--- config.mk ---
export PLATFORM = sky130hd
export DESIGN_NAME = vol_envelope
export DESIGN_NICKNAME = d
export VERILOG_FILES = /design/src/rtl/vol_env_pkg.sv /design/src/rtl/env_latch.sv /design/src/rtl/env_timer.sv /design/src/rtl/env_level.sv /design/src/rtl/vol_envelope.sv
export SDC_FILE = /design/constraint.sdc
export NUM_CORES = 1
export LEC_CHECK = 0
export ABC_AREA = 1
export ABC_CLOCK_PERIOD_IN_PS = 2000
export BUFFER_PORTS_ARGS = -buffer_cell sky130_fd_sc_hd__buf_2
export CORE_MARGIN = 4
export CORE_UTILIZATION = 25
export DETAILED_ROUTE_END_ITERATION = 8
export GPL_ROUTABILITY_DRIVEN = 0
export SYNTH_ARGS = -nofsm -noshare
export SYNTH_HDL_FRONTEND = slang
export SYNTH_SLANG_ARGS = --single-unit
--- constraint.sdc ---
create_clock -name clk -period 2 [get_ports clk]
set_input_delay 0.4 -clock clk [delete_from_list [all_inputs] [get_ports clk]]
set_output_delay 0.4 -clock clk [all_outputs]
set_load 0.005 [all_outputs]
--- src/rtl/vol_env_pkg.sv ---
package vol_env_pkg;
  parameter int VOL_W  = 4;
  parameter int RATE_W = 3;
  localparam int CFG_W = VOL_W + 1 + RATE_W;

  typedef struct packed {
    logic [VOL_W-1:0]  init;
    logic              up;
    logic [RATE_W-1:0] rate;
    logic              stay;
  } env_set_t;
endpackage

--- src/rtl/env_latch.sv ---
module env_latch
  import vol_env_pkg::*;
(
  input  logic             clk,
  input  logic             rst_n,
  input  logic             load,
  input  logic [CFG_W-1:0] cfg,
  input  logic             stay,
  output env_set_t         set_q
);
  always_ff @(posedge clk) begin
    if (!rst_n) begin
      set_q <= '0;
    end else if (load) begin
      set_q.init <= cfg[CFG_W-1 -: VOL_W];
      set_q.up   <= cfg[RATE_W];
      set_q.rate <= cfg[RATE_W-1:0];
      set_q.stay <= stay;
    end
  end
endmodule

--- src/rtl/env_timer.sv ---
module env_timer
  import vol_env_pkg::*;
(
  input  logic              clk,
  input  logic              rst_n,
  input  logic              load,
  input  logic [RATE_W-1:0] load_rate,
  input  logic [RATE_W-1:0] hold_rate,
  input  logic              run,
  output logic              step
);
  logic [RATE_W-1:0] cnt_q;
  localparam logic [RATE_W-1:0] ONE = RATE_W'(1);

  assign step = run && (cnt_q == ONE);

  always_ff @(posedge clk) begin
    if (!rst_n) begin
      cnt_q <= '0;
    end else if (load) begin
      cnt_q <= load_rate;
    end else if (step) begin
      cnt_q <= hold_rate;
    end else if (run) begin
      cnt_q <= cnt_q - ONE;
    end
  end
endmodule

--- src/rtl/env_level.sv ---
module env_level
  import vol_env_pkg::*;
(
  input  logic             clk,
  input  logic             rst_n,
  input  logic             off,
  input  logic             load,
  input  logic [VOL_W-1:0] load_vol,
  input  logic             up,
  input  logic             stay,
  input  logic             step,
  output logic [VOL_W-1:0] vol_q,
  output logic             active_q,
  output logic             done_q
);
  localparam logic [VOL_W-1:0] TOP = '1;
  localparam logic [VOL_W-1:0] ONE = VOL_W'(1);

  logic [VOL_W-1:0] limit;
  logic [VOL_W-1:0] next_vol;
  logic             at_end;

  always_comb begin
    limit    = up ? TOP : '0;
    next_vol = (vol_q == limit) ? vol_q : (up ? vol_q + ONE : vol_q - ONE);
    at_end   = (next_vol == limit);
  end

  always_ff @(posedge clk) begin
    if (!rst_n) begin
      vol_q    <= '0;
      active_q <= 1'b0;
      done_q   <= 1'b0;
    end else if (off) begin
      active_q <= 1'b0;
    end else if (load) begin
      vol_q    <= load_vol;
      active_q <= 1'b1;
      done_q   <= 1'b0;
    end else if (step) begin
      vol_q <= next_vol;
      if (at_end) begin
        done_q <= 1'b1;
        if (stay) active_q <= 1'b0;
      end
    end
  end
endmodule

--- src/rtl/vol_envelope.sv ---
module vol_envelope
  import vol_env_pkg::*;
(
  input  logic             clk,
  input  logic             rst_n,
  input  logic [CFG_W-1:0] cfg_i,
  input  logic             stay_i,
  input  logic             kick_i,
  input  logic             tick_i,
  input  logic             snd_off_i,
  output logic [VOL_W-1:0] vol_o,
  output logic             active_o
);
  env_set_t         set_q;
  logic             load;
  logic             run;
  logic             step;
  logic [VOL_W-1:0] vol_q;
  logic             active_q;
  logic             done_q;

  assign load = kick_i && !snd_off_i;
  assign run  = tick_i && !load && !snd_off_i && active_q && !done_q
                && (set_q.rate != '0);

  env_latch u_latch (
    .clk   (clk),
    .rst_n (rst_n),
    .load  (load),
    .cfg   (cfg_i),
    .stay  (stay_i),
    .set_q (set_q)
  );

  env_timer u_timer (
    .clk       (clk),
    .rst_n     (rst_n),
    .load      (load),
    .load_rate (cfg_i[RATE_W-1:0]),
    .hold_rate (set_q.rate),
    .run       (run),
    .step      (step)
  );

  env_level u_level (
    .clk      (clk),
    .rst_n    (rst_n),
    .off      (snd_off_i),
    .load     (load),
    .load_vol (cfg_i[CFG_W-1 -: VOL_W]),
    .up       (set_q.up),
    .stay     (set_q.stay),
    .step     (step),
    .vol_q    (vol_q),
    .active_q (active_q),
    .done_q   (done_q)
  );

  assign vol_o    = active_q ? vol_q : '0;
  assign active_o = active_q;
endmodule

Word-level counts from Yosys, hierarchy flattened
Index checks and enable logic that the tools add are counted.
{ "classes": {"n_reduce_logical": 19, "bitwise_logic": 2, "n_lt_le_gt_ge": 0, "shift": 0, "multipliers": 0, "n_eq_ne": 3, "addsub": 3, "n_mux": 16, "div": 0} }
{ "op_table": {"columns": ["cell", "count"], "rows": [
  ["4-bit two-way mux", 6],
  ["3-bit two-way mux", 3],
  ["4-bit equality test", 2],
  ["1-bit logical AND", 7],
  ["1-bit two-way mux", 7],
  ["3-bit AND reduction", 2],
  ["2-bit nonzero test", 3],
  ["3-bit nonzero test", 2],
  ["4-bit by 1-bit adder with 4-bit output, second input constant", 1],
  ["4-bit by 1-bit subtractor with 4-bit output, second input constant", 1],
  ["3-bit by 1-bit equality test with 1-bit output, second input constant", 1],
  ["1-bit zero test", 3],
  ["3-bit by 1-bit subtractor with 3-bit output, second input constant", 1],
  ["1-bit inverter", 2],
  ["2-bit AND reduction", 1],
  ["2-bit OR reduction", 1]
]} }
{ "word_totals": {"output_inout_bits": 5, "ff_bits": 14, "rom_bits": 0, "n_memories": 0, "mem_bits_rw": 0, "latch_bits": 0, "elab_cells": 50, "inputBits": 14} }

Longest topological paths before layout
{ "logic_depth": {"depth_word": 11, "depth_mapped": 14, "mapped_depth_nobuf": 14} }

Modules after synthesis
A second synthesis with hierarchy kept.
{ "hier_totals": {"cells_unflattened": 205, "area_unflattened_um2": 1357.6} }
{ "modules_own_cells": {"columns": ["mod", "cells_each", "instances", "seq_area_each_um2", "area_each_um2"], "rows": [
  ["env_level", 90, 1, 120.1, 603.1],
  ["env_latch", 57, 1, 180.2, 446.7],
  ["env_timer", 39, 1, 60.1, 235.2],
  ["vol_envelope", 19, 1, 0.0, 72.6]
]} }

Worst setup path before layout
OpenSTA, ideal clock, no wires.
{ "synth_path": {"path_kind": "register to register", "start": "register u_latch.set_q[4] (netlist name)", "end": "register u_level.active_q", "slack_ns": 0.183, "path_stages_with_launch": 14, "setup_time_ns": 0.114, "path_buffers": 0, "t_required_ns": 1.886, "period_less_slack_ns": 1.817, "arrival_time_ns": 1.703, "cell_sequence": "dfxtp_1 > inv_2 > ha_1 > nand2_1 > inv_2 > nand3_4 > nand2_2 > nand2_1 > nand2_1 > nand3_2 > nor2_2 > nand2_1 > nand2_1 > a21oi_2"} }
{ "synth_between": {"elab_chain_cells": 6, "elab_cells_between_ends": 7, "cone_classes": "2 x eq/ne; 3 x mux; 2 x reduce/logical"} }
{ "synth_rtl": {"columns": ["item", "line_no", "text"], "rows": [
  ["4-bit two-way mux", "env_level.sv:24", "limit = up ? TOP : '0;"],
  ["4-bit equality test", "env_level.sv:25", "next_vol = (vol_q == limit) ? vol_q : (up ? vol_q + ONE : vol_q - ONE);"],
  ["4-bit two-way mux", "env_level.sv:25", null],
  ["4-bit equality test *", "env_level.sv:26", "at_end = (next_vol == limit);"],
  ["2-bit nonzero test (no line) *", null, null],
  ["3-bit AND reduction (no line) *", null, null],
  ["to (signal assigned)", "env_level.sv:32", "active_q <= 1'b0;"],
  ["to (signal assigned)", "env_level.sv:35", "active_q <= 1'b0;"],
  ["to (signal assigned)", "env_level.sv:38", "active_q <= 1'b1;"],
  ["to (decl)", "env_level.sv:13", "output logic active_q,"]
]} }
Mark *: on every way between the ends. The rest lies on a longest branch, timed or not.
A chain may end at the register's enable or synchronous reset.

Final worst setup path
{ "layout_path": {"start": "register u_latch.set_q[4] (netlist name)", "end": "register u_level.active_q"} }
{ "layout_between": {"elab_chain_cells": 6, "elab_cells_between_ends": 7, "cone_classes": "2 x eq/ne; 3 x mux; 2 x reduce/logical"} }
{ "layout_rtl": {"columns": ["item", "line_no"], "rows": [
  ["4-bit two-way mux", "env_level.sv:24"],
  ["4-bit equality test", "env_level.sv:25"],
  ["4-bit two-way mux", "env_level.sv:25"],
  ["4-bit equality test *", "env_level.sv:26"],
  ["2-bit nonzero test (no line) *", null],
  ["3-bit AND reduction (no line) *", null]
]} }
Marked as above.

==> flow_summary.ini <==
[sta]
report.final.setup_viol = 0
fin_tns_setup_ns = 0
fin_crit_sh = 0.899
rsz0062_at_grt = false
maxSlewHeadroom = 0.750
report.final.slew_viol_count = 0
hold_viol_final = 0
fin_crit_ns = 1.80
clock.fmax_mhz = 556
worst_slew_pin_slew_ns = 0.374
layout_setup_ws_ns = 0.201
whs_ns = 0.423
clock_skew_ns = 0.00481

[layout]
multiInputGateArea_um2 = 647
nNetsFinal = 196
area_delta_synth_final_pct = 22.5
utilization = 0.315
n_fill_cell = 440
seqCellArea_um2 = 280
diodes = 0
drive_above_1_share = 0.280

[worst_setup_path]
rrSetupSlack_ns = 0.20
path_max_fanout = 8
cp-end-kind = flop
cp.arrival_ns = 1.94
required_ns = 2.14
worstSetupStartpointType = flop
critPathKind = flop to flop

[placed_design]
port_buffers = 18
dpl.hpwl_um = 1940
place_ws_ns = 0.127

[global_route]
grt_pass1_wl_um = 4110
track_usage = 0.100
grt_pass1_vias = 916
grt_max_degree = 12
grt-ovfl-total = 0
antenna_found_initial = 0

[route]
final_antenna_net_count = 0
drtIter0Drc = 33
dr.pass1.iters = 4
drcViolationCount = 0
vias = 969
wl_um = 2360
wire_per_inst_um = 10.5
via_per_inst = 4.31

[floorplanning]
die_area_um2 = 5200
top_level_ports = 19
std_cell_rows = 23
core_area_um2 = 4000
start_util = 0.257
die_height_um = 72.1
die_w_um = 72.1

[power]
power_density_nw_per_um2 = 661
peakVddDrop_v = 0.000245
total_power_mw = 0.833
p_leak_nw = 0.613

[clock_network]
htree_num_levels = 1
clk_pin_slew_worst_paths_ns = 0.06
tritoncts = built
cts_root_buf = clkbuf_8
cts.sinks = 14
cts_buffers = 3
clockBufferDepth = 2
clock_latency_ns = 0.25

[logic_synthesis]
syn_avg_cell_area_um2 = 6.77
synth_edf_count = 0
postSynthCellCount = 152
ys_seq_area_frac = 0.273
synthArstFlopShare = 0
ys_types = 29
synth_area_um2 = 1030
syn_nets = 171
ys_dominant_reg_cell = dfxtp_1
ys_warn_count = 0
ys_ff_latch = 14

[hold_path]
worstHoldPathType = primary input to flop

[run_status]
status = complete, no violations

[run]
drv_cap = 0
-- per-layer routing --
metal	track usage	wire length (um)	vias to the layer above
li1	-	-	538
met1	0.133	1130	407
met2	0.153	1030	20
met3	0.0332	155	4
met4	0.0313	39	0
met5	0	0	-
-- area by class of cell --
class / instances / area share
multi-input combinational: 109 / 0.513
sequential: 14 / 0.222
timing repair buffer: 24 / 0.107
inverter: 25 / 0.0745
tap: 50 / 0.0497
clock buffer: 3 / 0.0328
-- flip-flops by register name (all words and copies together) (netlist names) --
signal / cells
u_latch.set_q: 5
u_level.active_q: 1
u_level.vol_q: 4
u_timer.cnt_q: 3
u_level.done_q: 1
-- final timing paths --
check	start	end	cells after the start
max	u_latch.set_q[4]	u_level.active_q	13
min	cfg_i[4]	u_level.vol_q[0]	3
max reg2reg	u_latch.set_q[4]	u_level.active_q	13
min reg2reg	u_latch.set_q[0]	u_latch.set_q[0]	2
-- what timing repair did --
action                                  CTS  global route
hold buffers                              0             0
resized for setup                         0             1
buffers inserted                          0             0
endpoints found under the setup margin    0             2
-- layout by cell type, fill, tap and decap left out, types with 4 or more instances in the layout --
cell      Yosys  layout
nand3_2       4       4
o211ai_1      6       6
buf_2         1      18
inv_1        22      22
buf_4         1       6
nand3_1       9       9
dfxtp_1      14      14
nand2_1      45      45
nand2_2       6       6
a21oi_1      10      10
-- stage by stage --
step | cell area, um2 | instances
finish | 1260 | 225
CTS | 1250 | 225
global route | 1260 | 225
detailed placement | 1210 | 222
global placement | 1210 | 222
floorplan | 1030 | 152
-- cells by family (layout without fill, tap and decap cells) --
logic type | after synthesis | count (layout) | synth area share
buffers and inverters | 29 | 52 | 0.111
XOR/XNOR | 2 | 2 | 0.0170
adder cells (fa/ha/maj) | 5 | 5 | 0.0681
AND/OR/NAND/NOR | 76 | 76 | 0.377
AO/OA/AOI/OAI | 26 | 26 | 0.154
flip-flops | 14 | 14 | 0.273
-- power by group --
part	internal, mW	total, mW	switching (mW)
clock network	0.133	0.229	0.0963
logic	0.116	0.290	0.173
registers	0.299	0.314	0.0153
-- critical path, stage by stage, from the launching register on --
cell and delay [ns]:
dfxtp_1 0.33, inv_2 0.10, ha_1 0.31, nand2_1 0.12, inv_2 0.10, nand3_4 0.12, nand2_2 0.09, nand2_1 0.07
nand2_1 0.07, nand3_2 0.06, nor2_2 0.14, nand2_1 0.06, nand2_1 0.07, a21oi_2 0.05
-- synth_stat cells, types with 2 or more instances --
cell type  number  area, um2
dfxtp_1        14        280
nand2_2         6       37.5
a21oi_1        10       50.1
inv_1          22       82.6
a21oi_2         2       17.5
ha_1            4       50.1
o21ai_0         3       15.0
nand2_1        45        169
nand3_1         9       45.0
a31oi_1         3       18.8
nand3_2         4       40.0
nor2_1          3       11.3
o211ai_1        6       45.0
clkbuf_1        2       7.51
nand2_4         2       22.5
nand4_1         2       12.5
inv_2           3       11.3
Note: power is estimated with default switching activity, not from simulation.
